`config.mk`:
```
export PLATFORM = sky130hd
export DESIGN_NAME = adc_irq_status
export DESIGN_NICKNAME = d
export VERILOG_FILES = /design/src/rtl/ais_pkg.sv /design/src/rtl/ais_raw_flags.sv /design/src/rtl/ais_mask_reg.sv /design/src/rtl/ais_irq_route.sv /design/src/rtl/adc_irq_status.sv
export SDC_FILE = /design/constraint.sdc
export NUM_CORES = 1
export LEC_CHECK = 0
export ABC_AREA = 1
export BUFFER_PORTS_ARGS = -buffer_cell sky130_fd_sc_hd__buf_2
export CAP_MARGIN = 10
export CORE_ASPECT_RATIO = 0.7
export CORE_MARGIN = 5
export CORE_UTILIZATION = 38
export DETAILED_ROUTE_END_ITERATION = 7
export HOLD_SLACK_MARGIN = 0.15
export PLACE_DENSITY = 0.89
export SKIP_LAST_GASP = 1
export SLEW_MARGIN = 20
export SYNTH_ARGS = -nofsm -noshare
export SYNTH_HDL_FRONTEND = slang
export SYNTH_SLANG_ARGS = --single-unit
```
`constraint.sdc`:
```
create_clock -name clk_i -period 1.4 [get_ports clk_i]
set_clock_uncertainty 0.2 [all_clocks]
set_input_delay 0.21 -clock clk_i [delete_from_list [all_inputs] [get_ports clk_i]]
set_output_delay 0.21 -clock clk_i [all_outputs]
set_load 0.01 [all_outputs]
```
`src/rtl/ais_pkg.sv`:
```
package ais_pkg;
  localparam int unsigned SEQ_N  = 4;
  localparam int unsigned DC_LSB = 16;
  localparam int unsigned REG_W  = 32;

  typedef enum logic [1:0] {
    REG_RAW  = 2'd0,
    REG_MASK = 2'd1,
    REG_STAT = 2'd2,
    REG_NONE = 2'd3
  } reg_sel_e;
endpackage

```
`src/rtl/ais_raw_flags.sv`:
```
module ais_raw_flags #(
  parameter int unsigned SEQ_N = 4
) (
  input  logic             clk_i,
  input  logic             rst_ni,
  input  logic [SEQ_N-1:0] step_done_i,
  input  logic [SEQ_N-1:0] step_ie_i,
  input  logic             cmp_evt_i,
  input  logic [SEQ_N-1:0] seq_clr_i,
  input  logic             dc_clr_i,
  output logic [SEQ_N-1:0] seq_raw_o,
  output logic             dc_raw_o
);
  logic [SEQ_N-1:0] seq_set;
  assign seq_set = step_done_i & step_ie_i;

  // set has priority over clear
  for (genvar g = 0; g < SEQ_N; g++) begin : g_seq
    always_ff @(posedge clk_i or negedge rst_ni) begin
      if (!rst_ni)          seq_raw_o[g] <= 1'b0;
      else if (seq_set[g])  seq_raw_o[g] <= 1'b1;
      else if (seq_clr_i[g]) seq_raw_o[g] <= 1'b0;
    end
  end

  always_ff @(posedge clk_i or negedge rst_ni) begin
    if (!rst_ni)        dc_raw_o <= 1'b0;
    else if (cmp_evt_i) dc_raw_o <= 1'b1;
    else if (dc_clr_i)  dc_raw_o <= 1'b0;
  end

  a_r2_set_seen: assert property (@(posedge clk_i) disable iff (!rst_ni)
    (|seq_set) |=> ((seq_raw_o & $past(seq_set)) == $past(seq_set)));
  a_r7_clear_done: assert property (@(posedge clk_i) disable iff (!rst_ni)
    (|(seq_clr_i & ~seq_set)) |=> ((seq_raw_o & $past(seq_clr_i & ~seq_set)) == '0));
  a_r3_dc_set: assert property (@(posedge clk_i) disable iff (!rst_ni)
    cmp_evt_i |=> dc_raw_o);
  a_r7_dc_clear: assert property (@(posedge clk_i) disable iff (!rst_ni)
    (dc_clr_i && !cmp_evt_i) |=> !dc_raw_o);
  a_r2_no_spurious: assert property (@(posedge clk_i) disable iff (!rst_ni)
    (seq_set == '0) |=> ((seq_raw_o & ~$past(seq_raw_o)) == '0));
endmodule

```
`src/rtl/ais_mask_reg.sv`:
```
module ais_mask_reg #(
  parameter int unsigned SEQ_N = 4
) (
  input  logic             clk_i,
  input  logic             rst_ni,
  input  logic             we_i,
  input  logic [SEQ_N-1:0] seq_mask_d_i,
  input  logic [SEQ_N-1:0] dc_en_d_i,
  output logic [SEQ_N-1:0] seq_mask_o,
  output logic [SEQ_N-1:0] dc_en_o
);
  always_ff @(posedge clk_i or negedge rst_ni) begin
    if (!rst_ni) begin
      seq_mask_o <= '0;
      dc_en_o    <= '0;
    end else if (we_i) begin
      seq_mask_o <= seq_mask_d_i;
      dc_en_o    <= dc_en_d_i;
    end
  end

  a_r4_hold: assert property (@(posedge clk_i) disable iff (!rst_ni)
    !we_i |=> $stable({seq_mask_o, dc_en_o}));
  a_r4_load: assert property (@(posedge clk_i) disable iff (!rst_ni)
    we_i |=> ({seq_mask_o, dc_en_o} == $past({seq_mask_d_i, dc_en_d_i})));
endmodule

```
`src/rtl/ais_irq_route.sv`:
```
module ais_irq_route #(
  parameter int unsigned SEQ_N = 4
) (
  input  logic [SEQ_N-1:0] seq_raw_i,
  input  logic             dc_raw_i,
  input  logic [SEQ_N-1:0] seq_mask_i,
  input  logic [SEQ_N-1:0] dc_en_i,
  output logic [SEQ_N-1:0] seq_stat_o,
  output logic [SEQ_N-1:0] dc_stat_o,
  output logic [SEQ_N-1:0] irq_o
);
  assign seq_stat_o = seq_raw_i & seq_mask_i;
  assign dc_stat_o  = {SEQ_N{dc_raw_i}} & dc_en_i;
  assign irq_o      = seq_stat_o | dc_stat_o;
endmodule

```
`src/rtl/adc_irq_status.sv`:
```
module adc_irq_status
  import ais_pkg::*;
#(
  parameter int unsigned NSEQ   = ais_pkg::SEQ_N,
  parameter int unsigned DC_POS = ais_pkg::DC_LSB,
  parameter int unsigned DW     = ais_pkg::REG_W
) (
  input  logic            clk_i,
  input  logic            rst_ni,
  input  logic [NSEQ-1:0] step_done_i,
  input  logic [NSEQ-1:0] step_ie_i,
  input  logic            cmp_evt_i,
  input  logic [1:0]      reg_sel_i,
  input  logic            reg_wr_i,
  input  logic [DW-1:0]   reg_wdata_i,
  output logic [DW-1:0]   reg_rdata_o,
  output logic [NSEQ-1:0] irq_o
);
  reg_sel_e         sel;
  logic             wr_mask, wr_stat;
  logic [NSEQ-1:0]  seq_clr, seq_raw, seq_mask, dc_en, seq_stat, dc_stat;
  logic             dc_clr, dc_raw;
  logic             unused_wdata;

  assign sel          = reg_sel_e'(reg_sel_i);
  assign wr_mask      = reg_wr_i && (sel == REG_MASK);
  assign wr_stat      = reg_wr_i && (sel == REG_STAT);
  assign seq_clr      = wr_stat ? reg_wdata_i[NSEQ-1:0] : '0;
  assign dc_clr       = wr_stat && (|reg_wdata_i[DC_POS +: NSEQ]);
  assign unused_wdata = ^reg_wdata_i;

  ais_raw_flags #(.SEQ_N(NSEQ)) u_raw (
    .clk_i, .rst_ni, .step_done_i, .step_ie_i, .cmp_evt_i,
    .seq_clr_i(seq_clr), .dc_clr_i(dc_clr),
    .seq_raw_o(seq_raw), .dc_raw_o(dc_raw)
  );

  ais_mask_reg #(.SEQ_N(NSEQ)) u_mask (
    .clk_i, .rst_ni, .we_i(wr_mask),
    .seq_mask_d_i(reg_wdata_i[NSEQ-1:0]),
    .dc_en_d_i(reg_wdata_i[DC_POS +: NSEQ]),
    .seq_mask_o(seq_mask), .dc_en_o(dc_en)
  );

  ais_irq_route #(.SEQ_N(NSEQ)) u_route (
    .seq_raw_i(seq_raw), .dc_raw_i(dc_raw),
    .seq_mask_i(seq_mask), .dc_en_i(dc_en),
    .seq_stat_o(seq_stat), .dc_stat_o(dc_stat), .irq_o
  );

  always_comb begin
    reg_rdata_o = '0;
    unique case (sel)
      REG_RAW: begin
        reg_rdata_o[NSEQ-1:0] = seq_raw;
        reg_rdata_o[DC_POS]   = dc_raw;
      end
      REG_MASK: begin
        reg_rdata_o[NSEQ-1:0]       = seq_mask;
        reg_rdata_o[DC_POS +: NSEQ] = dc_en;
      end
      REG_STAT: begin
        reg_rdata_o[NSEQ-1:0]       = seq_stat;
        reg_rdata_o[DC_POS +: NSEQ] = dc_stat;
      end
      default: reg_rdata_o = '0;
    endcase
  end

  a_r6_quiet_when_masked: assert property (@(posedge clk_i) disable iff (!rst_ni)
    (seq_mask == '0 && dc_en == '0) |-> (irq_o == '0));
  a_r8_raw_not_irq: assert property (@(posedge clk_i) disable iff (!rst_ni)
    (dc_en == '0) |-> ((irq_o & ~seq_raw) == '0));
  a_r10_raw_write_inert: assert property (@(posedge clk_i) disable iff (!rst_ni)
    (reg_wr_i && sel == REG_RAW && step_done_i == '0 && !cmp_evt_i)
      |=> ($stable(seq_raw) && $stable(dc_raw)));
endmodule

```
## After elaboration in Yosys (flattened, before gate mapping)

Index checks and enable logic that the tools add are counted.

| word-level totals | value |
|---|---|
| bits in registers | 13 |
| output and inout port bits | 36 |
| input port bits | 46 |

| operators by class | value |
|---|---|
| bitwise gates (word level) | 4 |
| multiplexer cells | 14 |
| equal/unequal tests | 2 |
| reductions and logical operators | 10 |

Operators by type and width:

| kind | count |
|---|---|
| $and 4x4->4 | 3 |
| $pmux 4 s3 | 1 |
| $mux 1 | 10 |
| $reduce_bool 2->1 | 5 |
| $pmux 3 s2 | 1 |
| $mux 4 | 1 |
| $or 4x4->4 | 1 |
| $reduce_or 4->1 | 1 |
| $logic_and 1x1->1 | 3 |
| $pmux 1 s3 | 1 |
| $eq 2x1->1 const B | 1 |
| $eq 2x2->1 const B | 1 |
| $logic_not 2->1 | 1 |

## Logic depth before layout (Yosys ltp)

Gate-level depths: netlist of the first run.

| depth | value |
|---|---|
| depth in word-level cells | 5 |
| depth in mapped cells | 7 |
| depth with buffers taken out | 7 |

## Modules after synthesis

From an unflattened synthesis of the first run, not the netlist that was laid out.

| unflattened totals | value |
|---|---|
| cells, all modules | 167 |
| area total of the unflattened synthesis | 1072.3 um^2 |

By module, submodules not included:

| module | cells an instance | times used | area each (um^2) | sequential area each (um^2) |
|---|---|---|---|---|
| adc_irq_status | 88 | 1 | 491.7 | 0.0 |
| ais_mask_reg | 34 | 1 | 305.3 | 200.2 |
| ais_raw_flags | 25 | 1 | 200.2 | 125.1 |
| ais_irq_route | 20 | 1 | 75.1 | 0.0 |

## Least setup slack after synthesis of the first run

No wires, ideal clock.

| timing | value |
|---|---|
| kind | in2out |
| from | in reg_sel_i[0] |
| to | out reg_rdata_o[17] |
| arrival | 0.891 ns |
| path buffers | 0 |
| setup slack | 0.099 ns |
| cell stages on the path | 4 |
| data required time | 0.990 ns |
| cell sequence | inv_1 > ha_1 > a21oi_1 > nor3_1 |

| between the ends | value |
|---|---|
| cells in the longest elaborated chain, start to end | 2 |
| elaborated cells between the ends (all ways) | 3 |

Ends and longest elaborated chain:

| what | RTL line | RTL |
|---|---|---|
| from (decl) | adc_irq_status.sv:13 | `input logic [1:0] reg_sel_i,` |
| $eq 2x2->1 or $eq 2x1->1 (tied branches) | adc_irq_status.sv:53 | `unique case (sel)` |
| $pmux 3 s2 (*) | adc_irq_status.sv:53 |  |
| to (decl) | adc_irq_status.sv:16 | `output logic [DW-1:0] reg_rdata_o,` |

Every way passes the cells marked *; elsewhere a longest branch is shown, timed or not.

## Final worst setup path of the first run

| timing | value |
|---|---|
| from | in reg_sel_i[0] |
| to | out reg_rdata_o[18] |

The elaborated chain is that of the path after synthesis.

==> metrics, run 1 <==
final core utilization=58.6%; Clk pwr share=25.9%; largest net degree at the start of global routing=16; clock sinks=13; Synth-to-Final Area Change=45.9%; Synth Warn #=0; global-route wire length before repair=3.64 mm; Clk Latency, worst-skew pair=0.23 ns; share of cells above drive strength 1=35.2%; vias post-DR=943; Syn Std Cell Area=1000 um^2; # Max-Cap Violations=0; Ant. Diodes=0; Core Box Area=2500 um^2; Via density=4.15; Reg power frac=38.8%; Pwr Total=0.00123 W; final hold viol count=0; register area share after synthesis=32.5%; CP Launch Type=input pin; Net Sw Frac=32.9%; initial core utilization=40.2%; R2R cell count=3; multi-input logic area=586 um^2; crit path kind=in -> out; Routed Wire Length=2.63 mm; First-pass DRT Iterations=4; worst flop-to-flop path startpoint=u_mask.seq_mask_o[3]$_DFFE_PN0P_; CTS tree=done; most common cell after layout, fill and taps aside=nand2_1; Port Buffers=33; drt wl/cell=11.6 um; Leakage=0.784 nW; Comb power frac=35.3%; Register-to-Register Setup Slack=0.40 ns; vias in the first global route=787; final non-filler cell total=227; # placed instances=202; Routed Antenna Nets=0; R2R Path End=u_mask.seq_mask_o[3]$_DFFE_PN0P_; clk root buf=clkbuf_8; Die X=71.4 um; fin crit share=108%; HP Class=in -> async; synthesized instance count=136; CTS buffer count=3; clock tree buffer depth=2; Clock transition at path regs=0.05 ns; Overall Global Routing Usage=12.7%; Peak Freq=0.663 GHz; commonest cells after routing, fill and taps aside=35 x nand2_1, 32 x buf_2, 24 x conb_1; Arr. time, crit path=1.10 ns; # setup viols final=12; DRC Markers=0; VDD IR max=0.000670 V; internal cell power=0.000822 W; sequential standard cell area=327 um^2; Die Y-Extent=53.0 um; Unique masters post-synth=16; minimum clock period=1.51 ns; detailed placer's ending HPWL=1.79 mm; grt ovf=0; antenna violations before repair=0; syn_area_per_cell=7.37 um^2; unrepaired setup endpoints after global routing=true; Starting DRT DRC Count=56; filler cell count=230; Switch Pwr=0.000404 W; Boundary Pins=82; Cell Pwr Density=838 nW/um^2; Final Slew Violations=0; die area=3780 um^2; failing checks=setup timing; nets=244; Worst Path Required=0.99 ns; crit end category=primary output; Synth Register Bits=13; DP Area=1110 um^2; status=finished with violations; standard-cell rows=15; # H-tree levels=1; routability congestion estimate=0.819; Worst Setup Slack, final=-0.109 ns; post-route cell area=1460 um^2; critical path fanouts, max=3
## flip-flops by register name, summed over array words and instances, names as in the netlist
name / count
u_raw.seq_raw_o: 4
u_mask.seq_mask_o: 4
u_mask.dc_en_o: 4
u_raw.dc_raw_o: 1
## cell families after synthesis
kind of cell | share of synthesized area (%)
buf+inv | 27.3
compound gates | 13.0
flops | 32.5
fa+ha+maj | 4.99
other cells | 0.374
simple gates | 21.8
## synth_stat cells
cell | n | area share (%)
dfrtp_1 | 13 | 32
nand2_4 | 1 | 1.1
nand2_1 | 37 | 14
buf_6 | 2 | 2.2
a21oi_1 | 5 | 2.5
nand3_1 | 7 | 3.5
buf_4 | 24 | 18
nor3_1 | 3 | 1.5
nor2_1 | 5 | 1.9
a21oi_2 | 3 | 2.6
ha_1 | 4 | 5.0
inv_1 | 19 | 7.1
o21ai_0 | 7 | 3.5
conb_1 | 1 | 0.37
o21ai_2 | 4 | 3.5
a22o_1 | 1 | 0.87
## routing by layer
layer	share of wire (%)	vias up	GRT usage, %
li1	-	484	-
met1	42	417	16.9
met2	48	34	20.0
met3	7.4	8	2.66
met4	2.4	0	5.31
met5	0	-	0
## worst max-delay path by stage
stage,start,endpoint,cells after the start
floorplan,reg_sel_i[0],reg_rdata_o[17],4
global placement,reg_sel_i[1],reg_rdata_o[2],8
detailed placement,reg_sel_i[1],reg_rdata_o[0],8
CTS,u_raw.dc_raw_o$_DFFE_PN0P_,reg_rdata_o[19],3
global route,u_raw.dc_raw_o$_DFFE_PN0P_,reg_rdata_o[18],3
finish,reg_sel_i[0],reg_rdata_o[18],6
## metrics by stage
stage / setup WS [ns] / hold WS, ns / setup TNS, ns
3_3_place_gp: -0.145 / -0.0978 / -1.38
5_1_grt: -0.149 / 0.237 / -1.59
6_report: -0.109 / 0.210 / -0.824
3_5_place_dp: -0.199 / -0.0944 / -2.16
4_1_cts: -0.0824 / 0.182 / -0.780
2_1_floorplan: 0.0987 / -0.286 / 0
## cell type report
class / count / share of cell area, %
multi-input cells: 101 / 40.0
flip-flops and latches: 13 / 22.3
clock buffers: 4 / 3.08
repair buffers: 56 / 26.8
well taps: 34 / 2.91
inverters: 19 / 4.88
## worst max-delay path: stages
cell	delay (ns)
buf_2	0.14
inv_2	0.07
ha_4	0.25
inv_1	0.07
nor3_2	0.19
buf_2	0.16
## power groups by stage
stage | sequential [W] | combinational [W] | clock [W]
after global placement | 0.000473 | 0.000311 | 0
after floorplan | 0.000462 | 0.000257 | 0
after detailed placement | 0.000476 | 0.000321 | 0
after CTS | 0.000472 | 0.000394 | 0.000335
after global routing | 0.000481 | 0.000476 | 0.000343
final | 0.000476 | 0.000433 | 0.000318
## repair_timing
item                                    CTS  global route
buffers inserted                          1             1
hold endpoints to repair                 26             0
resized for setup                        18            13
endpoints found under the setup margin   12            17
pin swaps                                11             6
hold buffers                             19             0
Note: power is estimated with default switching activity, not from simulation.
==> run 2: changes to the inputs <==
--- a/config.mk
+++ b/config.mk
@@ -5,15 +5,14 @@
 export SDC_FILE = /design/constraint.sdc
 export NUM_CORES = 1
 export LEC_CHECK = 0
-export ABC_AREA = 1
 export BUFFER_PORTS_ARGS = -buffer_cell sky130_fd_sc_hd__buf_2
 export CAP_MARGIN = 10
 export CORE_ASPECT_RATIO = 0.7
 export CORE_MARGIN = 5
-export CORE_UTILIZATION = 38
+export CORE_UTILIZATION = 37
 export DETAILED_ROUTE_END_ITERATION = 7
 export HOLD_SLACK_MARGIN = 0.15
-export PLACE_DENSITY = 0.89
+export PLACE_DENSITY = 0.9
 export SKIP_LAST_GASP = 1
 export SLEW_MARGIN = 20
 export SYNTH_ARGS = -nofsm -noshare
==> metrics, run 2 <==
status=finished with violations; failing checks=setup timing; Arr. time, crit path=1.26 ns (+0.16 ns); # setup viols final=12 (unchanged); # Max-Cap Violations=0 (unchanged); biggest regs=u_mask.dc_en_o: 4 flops, u_mask.seq_mask_o: 4 flops, u_raw.seq_raw_o: 4 flops; unrepaired setup endpoints after global routing=true; Boundary Pins=82 (unchanged); crit path kind=reg -> out; # placed instances=160 (-21%); Register-to-Register Setup Slack=0.33 ns (-0.07 ns); delay of the slowest critical-path stage=0.42 ns (+0.17 ns); standard-cell rows=15 (unchanged); nets=204 (-16%); Routed Wire Length=2.54 mm (-3.4%); Leakage=0.683 nW (-13%); Cell Pwr Density=840 nW/um^2 (+0.17%); antenna violations before repair=0 (unchanged); Synth-to-Final Area Change=51.5%; routability congestion estimate=0.840 (+2.6%); share of cells above drive strength 1=41.2% (+5.9 points); Worst Setup Slack, final=-0.271 ns (-0.161 ns); CP Launch Type=flip-flop; most common flop cell mapped by yosys=dfrtp_1; Yosys top cell area share=36.1% (+3.6 points); critical path depth=3 (-3); largest net degree at the start of global routing=14 (-2); clock sinks=13 (unchanged); top post-synthesis cells by count=24 x buf_4, 13 x dfrtp_1, 8 x a22o_1, 8 x mux2_2, 8 x nand3_1; Ant. Diodes=0 (unchanged); Via density=4.63 (+11%); Port Buffers=33 (unchanged); Worst path slowest cell=dfrtp_1; final non-filler cell total=187 (-18%); R2R cell count=2 (-1); Syn Std Cell Area=902 um^2 (-10%); Synth Warn #=0 (unchanged); drt wl/cell=13.6 um (+17%); # H-tree levels=1 (unchanged); most common cell after layout, fill and taps aside=buf_2; Buf+Inv Stages, Crit Path=1 (-3); grt ovf=0 (unchanged); First-pass DRT Iterations=4 (unchanged); most area-hungry cell type in the Yosys netlist=dfrtp_1; Synth area leaders=dfrtp_1 36%, buf_4 20%, mux2_2 10%; worst flop-to-flop path startpoint=u_raw.dc_raw_o$_DFFE_PN0P_; pre-CTS setup slack=-0.284 ns (-0.0848 ns); detailed placer's ending HPWL=1.83 mm (+2.2%); syn_area_per_cell=10.3 um^2 (+39%); VDD IR max=0.000733 V (+9.4%); CTS buffer count=3 (unchanged); critical path fanouts, max=4 (+1); cell breakdown of the critical path=a21o_1, a32o_1, buf_2; end point of the critical path=reg_rdata_o[16]; commonest cells after routing, fill and taps aside=31 x buf_2, 24 x conb_1, 20 x dlygate4sd3_1; number of flops mapped to enable cells by yosys=0 (unchanged); Worst Path Required=0.99 ns (about the same); R2R Path End=u_raw.dc_raw_o$_DFFE_PN0P_; post-route cell area=1370 um^2 (-6.6%); top-count cell post-synth=buf_4; die area=3540 um^2 (-6.3%); minimum clock period=1.67 ns (+0.161 ns); filler cell count=206 (-10%); DRC Markers=0 (unchanged); final hold viol count=0 (unchanged); Routed Antenna Nets=0 (unchanged); Clock transition at path regs=0.08 ns (+0.03 ns); Die Y-Extent=51.3 um (-3.1%); register area share after synthesis=36.1% (+3.6 points); Clk Latency, worst-skew pair=0.29 ns (+0.06 ns); ys async rst share=100% (unchanged); Die X=69.0 um (-3.3%); Unique masters post-synth=19 (+3); vias in the first global route=869 (+10%); Peak Freq=0.599 GHz (-9.6%); vias post-DR=865 (-8.3%); global-route wire length before repair=3.95 mm (+8.5%); Worst Setup SP=u_raw.dc_raw_o$_DFFE_PN0P_; HP Class=in -> async; Overall Global Routing Usage=14.2% (+1.5 points); crit end category=primary output; Synth Register Bits=13 (unchanged); clk root buf=clkbuf_4; Starting DRT DRC Count=11 (-80%); Pwr Total=0.00115 W (-6.4%); synthesized instance count=88 (-35%); Top delay family on crit path=flip-flops; Core Box Area=2400 um^2 (-3.8%); fin crit share=119% (+12 points); Final Slew Violations=0 (unchanged); DP Area=1060 um^2 (-4.1%); CTS tree=done; clock tree buffer depth=2 (unchanged); initial core utilization=37.6% (-2.6 points)
-- run 2: cell types whose count changed after synthesis, moves of 4 or more --
cell / previous run / this run
o21ai_0: 7 / 0
inv_1: 19 / 3
nor2_1: 5 / 0
mux2_2: 0 / 8
nand2_1: 37 / 0
a22oi_1: 0 / 4
a22o_1: 1 / 8
o21ai_2: 4 / 0
-- run 2: routing by layer --
| layer | vias up | GRT usage, % | share of wire, % |
|---|---|---|---|
| met5 | - | 0 | 0 |
| met4 | 0 | 8.77 | 2.3 |
| met3 | 7 | 3.93 | 8.2 |
| met2 | 41 | 25.3 | 49 |
| met1 | 414 | 15.2 | 40 |
| li1 | 403 | - | - |
-- run 2: how the worst min path moves through the flow --
stage,end,slack (ns)
finish,u_mask.dc_en_o[1]$_DFFE_PN0P_,0.14
global route,u_mask.dc_en_o[1]$_DFFE_PN0P_,0.18
CTS,u_mask.dc_en_o[1]$_DFFE_PN0P_,0.15
detailed placement,u_mask.dc_en_o[1]$_DFFE_PN0P_,-0.09
global placement,u_mask.dc_en_o[2]$_DFFE_PN0P_,-0.1
floorplan,u_mask.dc_en_o[0]$_DFFE_PN0P_,-0.29
-- run 2: where the power goes --
part	total (W)	internal, W	switching (W)
registers	0.000491	0.000432	0.0000590
logic	0.000411	0.000225	0.000186
clock network	0.000246	0.000111	0.000135
-- run 2: stage by stage --
stage	utilization, %	setup TNS (ns)	hold WS, ns
2_1_floorplan	-	0	-0.286
3_3_place_gp	44.3	-2.22	-0.0968
3_5_place_dp	44.3	-3.07	-0.0861
4_1_cts	55.9	-2.19	0.153
5_1_grt	56.9	-2.71	0.178
6_report	56.9	-2.29	0.141
-- run 2: cell type report --
class	count	area, um^2	area share, %
repair buffers	63	453	33.2
well taps	34	42.5	3.11
flip-flops and latches	13	325	23.8
inverters	3	11.3	0.824
multi-input cells	70	508	37.2
clock buffers	4	26.3	1.92
-- run 2: cells by family after synthesis --
| logic type | count (synthesis) | share of synthesized area, % |
|---|---|---|
| buffers and inverters | 28 | 21.8 |
| other | 1 | 0.416 |
| AOI/OAI and AO/OA | 19 | 16.2 |
| adders and majority gates | 4 | 5.55 |
| and+or+nand+nor | 15 | 9.99 |
| DFF | 13 | 36.1 |
| muxes | 8 | 9.99 |
-- run 2: what timing repair did --
| item | in CTS | in global routing |
|---|---|---|
| setup endpoints to repair | 12 | 12 |
| buffers inserted | 2 | 1 |
| hold buffers | 20 | 0 |
| gates resized for setup | 8 | 3 |
| hold endpoints to repair | 26 | 0 |
| pin swaps | 10 | 3 |
==> run 3: changes to the inputs <==
--- a/config.mk
+++ b/config.mk
@@ -18,3 +18,4 @@
 export SYNTH_ARGS = -nofsm -noshare
 export SYNTH_HDL_FRONTEND = slang
 export SYNTH_SLANG_ARGS = --single-unit
+export TNS_END_PERCENT = 1
==> metrics, run 3 (synthesis results as in run 2) <==
R2R Path End=u_raw.dc_raw_o$_DFFE_PN0P_; detailed placer's ending HPWL=1.83 mm (unchanged); biggest regs=u_mask.dc_en_o: 4 flops, u_mask.seq_mask_o: 4 flops, u_raw.seq_raw_o: 4 flops; crit end category=primary output; First-pass DRT Iterations=4 (unchanged); Final Slew Violations=0 (unchanged); Register-to-Register Setup Slack=0.33 ns (about the same); Overall Global Routing Usage=14.0% (-0.26 points); minimum clock period=1.66 ns (-0.00617 ns); R2R cell count=2 (unchanged); Switch Pwr=0.000362 W (-4.7%); CP Launch Type=flip-flop; hold_ws=0.141 ns (+0.000306 ns); Reg power frac=43.7% (+0.9 points); Arr. time, crit path=1.25 ns (about the same); Worst Path Required=0.99 ns (about the same); filler cell count=219 (+6.3%); HP Class=in -> async; Boundary Pins=82 (unchanged); Cell Pwr Density=848 nW/um^2 (+0.98%); Starting DRT DRC Count=15 (+4); Pwr Total=0.00111 W (-3.3%); global-route wire length before repair=3.89 mm (-1.6%); crit path kind=reg -> out; DRC Markers=0 (unchanged); vias post-DR=845 (-2.3%); VDD IR max=0.000687 V (-6.3%); Clk pwr share=21.7% (+0.3 points); vias in the first global route=848 (-2.4%); initial core utilization=37.6% (unchanged); Via density=4.57 (-1.3%); critical path fanouts, max=4 (unchanged); Die X=69.0 um (unchanged); Clk Latency, worst-skew pair=0.28 ns (about the same); # setup viols final=12 (unchanged); final hold viol count=0 (unchanged); Peak Freq=0.601 GHz (+0.37%); share of cells above drive strength 1=37.7% (-3.4 points); drt wl/cell=13.2 um (-2.6%); status=finished with violations; Routed Wire Length=2.45 mm (-3.6%); Comb power frac=34.5% (-1.3 points); Routed Antenna Nets=0 (unchanged); clock sinks=13 (unchanged); Synth-to-Final Area Change=45.1%; die area=3540 um^2 (unchanged); sequential standard cell area=325 um^2 (unchanged); CTS buffer count=3 (unchanged); largest net degree at the start of global routing=14 (unchanged); clk root buf=clkbuf_4; Die Y-Extent=51.3 um (unchanged); Port Buffers=33 (unchanged); # Max-Cap Violations=0 (unchanged); fin crit share=119% (-0.44 points); Clock transition at path regs=0.08 ns (about the same); antenna violations before repair=0 (unchanged); multi-input logic area=478 um^2 (-5.9%); Worst Setup Slack, final=-0.264 ns (+0.00617 ns); # H-tree levels=1 (unchanged); Leakage=0.669 nW (-2.2%); Core Box Area=2400 um^2 (unchanged); clock tree buffer depth=2 (unchanged); routability congestion estimate=0.840 (unchanged); Ant. Diodes=0 (unchanged); internal cell power=0.000748 W (-2.6%); unrepaired setup endpoints after global routing=true; worst flop-to-flop path startpoint=u_raw.dc_raw_o$_DFFE_PN0P_; nets=202 (-0.98%); grt ovf=0 (unchanged); most common cell after layout, fill and taps aside=buf_2; standard-cell rows=15 (unchanged); failing checks=setup timing; CTS tree=done; Worst Setup SP=u_raw.dc_raw_o$_DFFE_PN0P_; Net Sw Frac=32.6% (-0.49 points); commonest cells after routing, fill and taps aside=33 x buf_2, 24 x conb_1, 20 x dlygate4sd3_1
-- run 3: cell count changes in the layout (fill, tap and decap cells not counted), sizes merged --
cell / before / now
buf: 43 / 41
-- run 3: power by group through the flow --
stage | combinational (W) | clock (W) | sequential, W
floorplan | 0.000245 | 0 | 0.000476
global placement | 0.000320 | 0 | 0.000485
detailed placement | 0.000333 | 0 | 0.000492
CTS | 0.000381 | 0.000237 | 0.000484
global route | 0.000416 | 0.000259 | 0.000494
finish | 0.000383 | 0.000241 | 0.000485
-- run 3: per-layer routing --
| metal | vias to the layer above | global-route usage, % | share of wire, % |
|---|---|---|---|
| met4 | 0 | 8.44 | 1.8 |
| met5 | - | 0 | 0 |
| met1 | 397 | 15.1 | 38 |
| met3 | 5 | 4.13 | 9.3 |
| met2 | 49 | 24.5 | 50 |
| li1 | 394 | - | - |
-- run 3: final cells by class --
class                           count  share of cell area [%]
Inverter                            3                   0.860
Multi-Input combinational cell     70                    36.5
Timing Repair Buffer               61                    32.5
Sequential cell                    13                    24.9
Clock buffer                        4                    2.01
Tap cell                           34                    3.25
-- run 3: how the worst max path moves through the flow --
stage	slack, ns	depth (start not counted)	endpoint
finish	-0.26	3	reg_rdata_o[16]
global route	-0.31	3	reg_rdata_o[16]
detailed placement	-0.28	6	reg_rdata_o[17]
CTS	-0.26	3	reg_rdata_o[16]
global placement	-0.24	6	reg_rdata_o[16]
floorplan	0.008	5	reg_rdata_o[16]
-- run 3: critical path, cell delays in order, from the launching register on --
cell     delay [ns]
dfrtp_1        0.42
a21o_1         0.21
a32o_1         0.20
buf_2          0.14
-- run 3: stage by stage --
stage               cells  setup TNS, ns  worst slack (ns)  instance area [um^2]  util, %
floorplan             111              0           0.00811                   988        -
global placement      160          -2.22            -0.235                  1060     44.3
detailed placement    160          -3.07            -0.284                  1060     44.3
CTS                   185          -2.62            -0.258                  1300     54.2
global route          185          -3.05            -0.314                  1310     54.5
finish                185          -2.40            -0.264                  1310     54.5
-- run 3: what timing repair did --
item / 4_1_cts / 5_1_grt
gates resized for setup: 2 / 2
pin swaps: 1 / 1
hold endpoints to repair: 26 / 0
buffers inserted: 1 / 0
setup endpoints to repair: 12 / 12
hold buffers: 20 / 0
